<file path="src/rtl/shk_pkg.sv">
package shk_pkg;
  localparam int NRAIL = 3;

  typedef enum logic [1:0] {
    ST_IDLE = 2'd0,
    ST_HI   = 2'd1,
    ST_LO   = 2'd2
  } shk_state_e;

  typedef struct packed {
    logic [NRAIL-1:0] good;
    logic [NRAIL:0]   ok;
  } shk_result_t;
endpackage

</file>
<file path="src/rtl/shk_seq.sv">
module shk_seq
  import shk_pkg::*;
#(
  parameter int SETTLE_CYC = 1024
) (
  input  logic clk,
  input  logic rst,
  input  logic start,
  output logic mode_o,
  output logic cap_hi,
  output logic cap_lo
);
  localparam int CW = $clog2(SETTLE_CYC + 1);
  localparam logic [CW-1:0] LAST = CW'(SETTLE_CYC - 1);

  shk_state_e st;
  logic [CW-1:0] cnt;
  logic          last;

  assign last   = (cnt == LAST);
  assign cap_hi = (st == ST_HI) && last;
  assign cap_lo = (st == ST_LO) && last;

  always_ff @(posedge clk) begin
    if (rst) begin
      st     <= ST_IDLE;
      cnt    <= '0;
      mode_o <= 1'b1;
    end else begin
      case (st)
        ST_IDLE: begin
          cnt    <= '0;
          mode_o <= 1'b1;
          if (start) st <= ST_HI;
        end
        ST_HI: begin
          if (last) begin
            st     <= ST_LO;
            cnt    <= '0;
            mode_o <= 1'b0;
          end else begin
            cnt <= cnt + 1'b1;
          end
        end
        ST_LO: begin
          if (last) begin
            st     <= ST_IDLE;
            cnt    <= '0;
            mode_o <= 1'b1;
          end else begin
            cnt <= cnt + 1'b1;
          end
        end
        default: begin
          st     <= ST_IDLE;
          cnt    <= '0;
          mode_o <= 1'b1;
        end
      endcase
    end
  end
endmodule

</file>
<file path="config.mk">
export PLATFORM = sky130hd
export DESIGN_NAME = shk_seq
export DESIGN_NICKNAME = d
export VERILOG_FILES = /design/src/rtl/shk_pkg.sv /design/src/rtl/shk_seq.sv
export SDC_FILE = /design/constraint.sdc
export NUM_CORES = 1
export LEC_CHECK = 0
export ABC_CLOCK_PERIOD_IN_PS = 2000
export CORE_ASPECT_RATIO = 1.5
export CORE_MARGIN = 2
export CORE_UTILIZATION = 28
export DETAILED_ROUTE_END_ITERATION = 7
export SLEW_MARGIN = 5
export SYNTH_ARGS = -nofsm -noshare
export SYNTH_HDL_FRONTEND = slang
export SYNTH_SLANG_ARGS = --single-unit
</file>
<file path="constraint.sdc">
create_clock -name clk -period 2 [get_ports clk]
set_input_delay 0.4 -clock clk [delete_from_list [all_inputs] [get_ports clk]]
set_output_delay 0.4 -clock clk [all_outputs]
set_load 0.01 [all_outputs]
</file>
======== Yosys cells after proc, flatten, opt, wreduce, memory -nomap -nowiden ========
Cells that the tools add are included.
word-level totals
  output and inout bits ................... 3
  flip-flop bits (word level) ............. 14
  bits of input ports ..................... 3
cells by class
  reduce and logical (&&, ||, !) cells .... 7
  muxes and demuxes ....................... 7
  equal/unequal tests ..................... 6
  bitwise logic cells ..................... 1
  add/sub/neg operators ................... 1
operator list
  cell                   number
  $add 11x1->11 const B  1
  $eq 11x10->1 const B   1
  $mux 2                 3
  $ne 2x2->1 const B     3
  $pmux 2 s3             1
  $reduce_and 3->1       1
  $reduce_or 3->1        1
  $eq 2x1->1 const B     1
  $eq 2x2->1 const B     1
  $logic_and 1x1->1      2
  $logic_not 2->1        1
  $mux 1                 2
  $pmux 1 s2             1
  $reduce_and 2->1       1
  $reduce_or 2->1        1
  $not 1->1              1

======== Longest topological paths before layout ========
Gate-level depths: netlist of run 1.
  word-level depth ........................ 4
  depth in mapped cells ................... 6
  depth with buffers taken out ............ 6

======== Least setup slack after synthesis of run 1 ========
No wires, ideal clock.
  path type ............................... reg-to-reg
  start ................................... reg cnt[0]
  end ..................................... reg mode_o
  setup time .............................. 124 ps
  buffers on the path ..................... 0
  slack ................................... 317 ps
  arrival time ............................ 1,559 ps
  cell stages (with the launch flop) ...... 6
  clock period less this slack ............ 1,683 ps
  required time ........................... 1,876 ps
  cells stage by stage .................... dfxtp_1 > ha_1 > nand4_1 > or3_4 > or2_0 > a2111o_1
on the way
  cells in the longest elaborated chain, start to end .. 3
ends and longest elaborated chain
  item                          line           RTL
  from (decl)                   shk_seq.sv:17  logic [CW-1:0] cnt;
  from (signal assigned)        shk_seq.sv:42  cnt <= cnt + 1'b1;
  from (signal assigned)        shk_seq.sv:51  cnt <= cnt + 1'b1;
  $eq 11x10->1 *                shk_seq.sv:20  assign last = (cnt == LAST);
  $ne 2x2->1 (no line)          --
  $reduce_and 2->1 (no line) *  --
  to (signal assigned)          shk_seq.sv:28  mode_o <= 1'b1;
  to (signal assigned)          shk_seq.sv:33  mode_o <= 1'b1;
  to (signal assigned)          shk_seq.sv:40  mode_o <= 1'b0;
  to (decl)                     shk_seq.sv:9   output logic mode_o,
Mark *: on every way between the ends. The rest lies on a longest branch, timed or not.
A chain may end at the register's enable or synchronous reset.

======== Worst setup path after layout of run 1 ========
  start ................................... reg cnt[1]
  end ..................................... out cap_lo
on the way
  cells in the longest elaborated chain, start to end .. 2
ends and longest elaborated chain
  item               line           RTL
  $eq 11x10->1       shk_seq.sv:20
  $logic_and 1x1->1  shk_seq.sv:22  assign cap_lo = (st == ST_LO) && last;
  to (decl)          shk_seq.sv:11  output logic cap_lo
Every way passes these cells.

==> flow_metrics.tcl, run 1 <==
set metrics [dict create \
    synth_mux_area_share_pct 1.439 \
    core_um2 2395 \
    post-route-period-util_pct 94.53 \
    worstSetupEndpoint "cap_lo" \
    power_frac_comb_pct 20.1 \
    dieArea_um2 2908 \
    grt_use_met2_pct 18.66 \
    drive_above_1_share_pct 25.56 \
    synth_cell_types 28 \
    cts_tree "built" \
    synth_edf_count 0 \
    synth-xor-area-share_pct 10.07 \
    switchingPower_mw 0.1511 \
    r2r-end "mode_o" \
    io_pins 6 \
    worstPathRequired_ns 1.60 \
    rsz0062_at_grt "no" \
    grt_max_degree 10 \
    fin_tns_setup_ns 0 \
    overflow 0 \
    totalPowerFinal_mw 0.5682 \
    power.internal_mw 0.4172 \
    p_clk_share_pct 26.6 \
    ff2ff_path_depth 6 \
    dr.pass1.iters 4 \
    place_area_um2 835.8 \
    p_leak_nw 0.3485 \
    ys_async_sr_fraction_pct 0 \
    track_usage_pct 10.79 \
    crit_path_start "cnt[1]" \
    tightest_slew_ns 0.4335 \
    synth_top_family_by_area "simple AND/OR/NAND/NOR gates" \
    vias 558 \
    drtAntennaViolNets 0 \
    synth_ff_type "dfxtp_1" \
    synthTopCellsByArea "dfxtp_1, ha_1, xor2_1" \
    synthTopCellsByCount "dfxtp_1, nor2_1, ha_1, xor2_1, inv_1" \
    wl_per_cell_um 11.19 \
    fin_area_um2 854.6 \
    crit_type "reg2out" \
    avgSynthCellArea_um2 9.401 \
    ys_warn_count 0 \
    clkTransAtPathRegs_ns 0.08 \
    drt_wl_total_um 1276 \
    initial_core_util_pct 29.05 \
    drt_iter0_markers 13 \
    port_buffers 5 \
    numClockSinks 14 \
    timing.hold.ws_ns 0.4860 \
    yosysSeqAreaShare_pct 40.29 \
    min_path_type "reg2reg" \
    power_density_nw_per_um2 664.9 \
    post-route-drc-count 0 \
    slew_violations 0 \
    syn_inst 74 \
    hpwl_um 1001 \
    antenna_found_initial 0 \
    status "completed" \
    synth_area_leader_cell "dfxtp_1" \
    finalWorstSetupSlack_ns 0.1093 \
    path_max_fanout 2 \
    syn_area_um2 695.7 \
    setup.worst_path.start_class "flip-flop" \
    ir_drop_mv 0.3425 \
    dp.cells 111 \
    synthAdderAreaFrac_pct 8.993 \
    core.rowCount 22 \
    diodes 0 \
    post_drt_via_cell_ratio 4.895 \
    die_height_um 65.05 \
    ff2ff_setup_slack_ns 0.16 \
    synthSimpleGateAreaFrac_pct 30.22 \
    grt_pass1_vias 579 \
    gp_congestion 0.7273 \
    grt_pass1_wl_um 2249 \
    yosysMostFrequentCell "dfxtp_1" \
    cts_buffers 3 \
    fmax_mhz 528.9 \
    period_minus_slack_ns 1.891 \
    switching_share_pct 26.59 \
    drv_cap 0 \
    ys_ff_latch 14 \
    finish.utilization_pct 35.68 \
    fp.dieW_um 44.70 \
    slew_headroom_pct 70.72 \
    pwr-share-seq_pct 53.4 \
    hold_buffers 0 \
    setup_viol 0 \
    clk-insertion-delay-late_ns 0.27 \
    root_buffer "clkbuf_4" \
    r2r-start "cnt[1]" \
    grt.busiest_layer "met2" \
    hold_viol 0 \
    use_met3_pct 1.671 \
    fin_nets 100 \
    cts.path.max_buffers 2 \
    htree_levels 1 \
    clock_skew_ns 0.001335 \
    synth_top_cell_area_share_pct 40.29 \
    critPathCaptureType "primary output" \
    synth_compound_area_share_pct 6.835 \
    met1_usage_pct 10.71 \
    arrival_ns 1.49 \
    syn_nets 82 \
    dp_slack_ns 0.01285 \
    stdcell_count 114 \
    syn_to_final_growth_pct 22.84 \
]
[worst max-delay path: stages, from the launching register on]
cell      delay (ns)
dfxtp_1         0.33
ha_1            0.17
and2_1          0.14
nand4b_1        0.11
nor3_2          0.20
and2_1          0.15
clkbuf_2        0.13
[layer usage]
| metal | vias up | part of all wire [%] |
|---|---|---|
| met5 | - | 0 |
| met4 | 0 | 1.2 |
| met3 | 2 | 2.6 |
| met2 | 6 | 53 |
| met1 | 260 | 43 |
| li1 | 290 | - |
[area by class of cell]
cell class | count | area, µm²
clock buffers | 3 | 22.52
fillers | 248 | 1540
inverters | 4 | 15.01
multi-input cells | 56 | 405.4
flip-flops and latches | 14 | 281.5
well taps | 24 | 30.03
repair buffers | 13 | 100.1
[worst min path at each step]
stage,startpoint,to,cells past startpoint
finish,mode_o,mode_o,1
floorplan,cnt[0],cnt[0],1
CTS,mode_o,mode_o,1
global placement,mode_o,mode_o,1
detailed placement,mode_o,mode_o,1
global route,mode_o,mode_o,1
[logic make-up after synthesis]
logic type      Yosys count
compound gates            6
xor+xnor                  8
fa+ha+maj                 5
buf+inv                   4
flops                    14
mux                       1
simple gates             36
[power by group through the flow]
stage | Clock [mW] | Sequential, mW | Combinational, mW
global route | 0.173 | 0.306 | 0.131
floorplan | 0 | 0.307 | 0.0832
detailed placement | 0 | 0.309 | 0.117
finish | 0.151 | 0.303 | 0.114
CTS | 0.162 | 0.303 | 0.117
global placement | 0 | 0.308 | 0.115
[state kept, by name, summed over array words and instances, names as in the netlist]
name / flops
cnt: 11
mode_o: 1
st: 2
[cell usage in the layout (no fill, tap or decap), drive strengths merged, types with 3 or more instances in the layout]
cell type and count:
dfxtp 14, nor2 10, buf 8, xor2 5, ha 5, clkbuf 5, inv 4, nand4 4
and2 3, xnor2 3, clkdlybuf4s50 3, or2 3, and3 3
[timing repair]
action,in CTS,in global routing
setup buffers,0,0
setup endpoints to repair,2,2
pin swaps,0,1
endpoints found under the hold margin,0,0
gates resized for setup,5,3
Note: power is estimated with default switching activity, not from simulation.
==> run 2, diff against run 1 <==
--- a/config.mk
+++ b/config.mk
@@ -11,5 +11,5 @@
 export CORE_UTILIZATION = 28
 export DETAILED_ROUTE_END_ITERATION = 7
-export SLEW_MARGIN = 5
+export SLEW_MARGIN = 10
 export SYNTH_ARGS = -nofsm -noshare
 export SYNTH_HDL_FRONTEND = slang
==> constraint.sdc (replaced) <==
create_clock -name clk -period 2 [get_ports clk]
set_input_delay 0.4 -clock clk [delete_from_list [all_inputs] [get_ports clk]]
set_output_delay 0.4 -clock clk [all_outputs]
set_load 0.005 [all_outputs]
==> run 2 against run 1 <==
Compared with the run above:
- via count fell by 2.0%
- first-iteration DRC count rose by 7.7%
- total power fell by 0.19%
- flip-flop and latch count did not move
- critical path type unchanged
==> flow_metrics.tcl, run 2 (synthesis results as in run 1) <==
set metrics [dict create \
    status "completed" \
    final_cell_mix "dfxtp_1, nor2_1, buf_4" \
    r2r-end "mode_o" \
    dp.cells 109 \
    filler_cell_count 262 \
    r2r-start "cnt[0]" \
    overflow 0 \
    cts_tree "built" \
    diodes 0 \
    fin_tns_setup_ns 0 \
    core_um2 2395 \
    clkTransAtPathRegs_ns 0.07 \
    fp.dieW_um 44.70 \
    post_drt_via_cell_ratio 4.884 \
    drv_cap 0 \
    antenna_found_initial 0 \
    grt_pass1_vias 532 \
    drive_above_1_share_pct 26.14 \
    ff2ff_path_depth 6 \
    dieArea_um2 2908 \
    htree_levels 1 \
    die_height_um 65.05 \
    totalPowerFinal_mw 0.5672 \
    largest_register "cnt" \
    worstPathRequired_ns 1.60 \
    dr.pass1.iters 4 \
    fin_area_um2 850.8 \
    critPathCaptureType "primary output" \
    crit_path_start "cnt[0]" \
    power_density_nw_per_um2 666.6 \
    ir_drop_mv 0.3133 \
    slew_violations 0 \
    cts_buffers 3 \
    hold_buffers 0 \
    core.rowCount 22 \
    min_path_type "reg2reg" \
    post-route-period-util_pct 96.32 \
    grt_pass1_wl_um 2208 \
    clock_skew_ns 0.008553 \
    drt_wl_total_um 1278 \
    place_area_um2 820.8 \
    min-delay-start "cnt[0]" \
    setup_viol 0 \
    finish.utilization_pct 35.53 \
    ff2ff_setup_slack_ns 0.18 \
    period_minus_slack_ns 1.926 \
    root_buffer "clkbuf_4" \
    slew_headroom_pct 68.50 \
    hold-path-endpoint "cnt[0]" \
    post_cts_buffers 0 \
    syn_to_final_growth_pct 22.30 \
    hpwl_um 1017 \
    grt_max_degree 10 \
    path_max_fanout 3 \
    crit_type "reg2out" \
    hold_viol 0 \
    initial_core_util_pct 29.05 \
    drtAntennaViolNets 0 \
    port_buffers 5 \
    track_usage_pct 10.53 \
    top_regs "cnt: 11 flops, st: 2 flops, mode_o: 1 flops" \
    io_pins 6 \
    cts.path.max_buffers 2 \
    largest_register_ff_count 11 \
    stdcell_count 112 \
    whs_path_depth 1 \
    fmax_mhz 519.1 \
    setup.worst_path.start_class "flip-flop" \
    p_leak_nw 0.3366 \
    numClockSinks 14 \
    gp_congestion 0.7471 \
    arrival_ns 1.53 \
    mostFrequentLayoutCell "dfxtp_1" \
    tightest_slew_ns 0.4664 \
    post-route-drc-count 0 \
    rsz0062_at_grt "no" \
    fin_nets 98 \
    wl_per_cell_um 11.41 \
    clk-insertion-delay-late_ns 0.28 \
    vias 547 \
    drt_iter0_markers 14 \
]
[run 2: worst max-delay path by stage]
stage,slack (ns),end,cells after the start
final,0.07,cap_hi,6
after global routing,0.01,cap_hi,6
after CTS,0.008,cap_lo,6
after detailed placement,0.0007,cap_lo,6
after global placement,0.06,cap_hi,6
after floorplan,0.32,mode_o,5
[run 2: final cells by class]
class | instances | area (µm²) | share of cell area (%)
sequential | 14 | 282.8 | 33.24
clock buffer | 3 | 22.52 | 2.647
multi-input combinational | 56 | 410.4 | 48.24
tap | 24 | 30.03 | 3.529
inverter | 4 | 15.01 | 1.765
timing repair buffer | 11 | 90.09 | 10.59
[run 2: power breakdown]
group	internal (mW)	switching [mW]	total (mW)	leakage, nW
Sequential	0.293	0.0116	0.305	0.114
Clock	0.0698	0.0844	0.154	0.0138
Combinational	0.0500	0.0581	0.108	0.209
Total	0.413	0.154	0.567	0.337
[run 2: metrics by stage]
stage               hold WS, ns  setup slack (ns)
floorplan                0.4132            0.3170
global placement         0.4250           0.05838
detailed placement       0.4331         0.0007337
CTS                      0.4160          0.008113
global route             0.4417           0.01479
finish                   0.4208           0.07352
[run 2: what timing repair did]
| action | 4_1_cts | 5_1_grt |
|---|---|---|
| resized for setup | 8 | 2 |
| pin swaps | 3 | 2 |
| endpoints found under the setup margin | 2 | 2 |
| gates cloned | 0 | 0 |
| hold endpoints to repair | 0 | 0 |
[run 2: worst max-delay path, cell delays in order (launching register included)]
cell,delay [ns]
dfxtp_2,0.34
ha_2,0.17
and2_4,0.14
nand4b_1,0.10
nor3_2,0.16
and2_1,0.15
clkdlybuf4s15_1,0.20
[run 2: metal layers]
metal / wire length, µm / vias up / share of wire, % / track usage (%)
li1: - / 283 / - / -
met1: 542 / 252 / 42 / 11.97
met2: 679 / 8 / 53 / 17.39
met3: 35 / 4 / 2.7 / 1.671
met4: 21 / 0 / 1.6 / 6.818
met5: 0 / - / 0 / 0
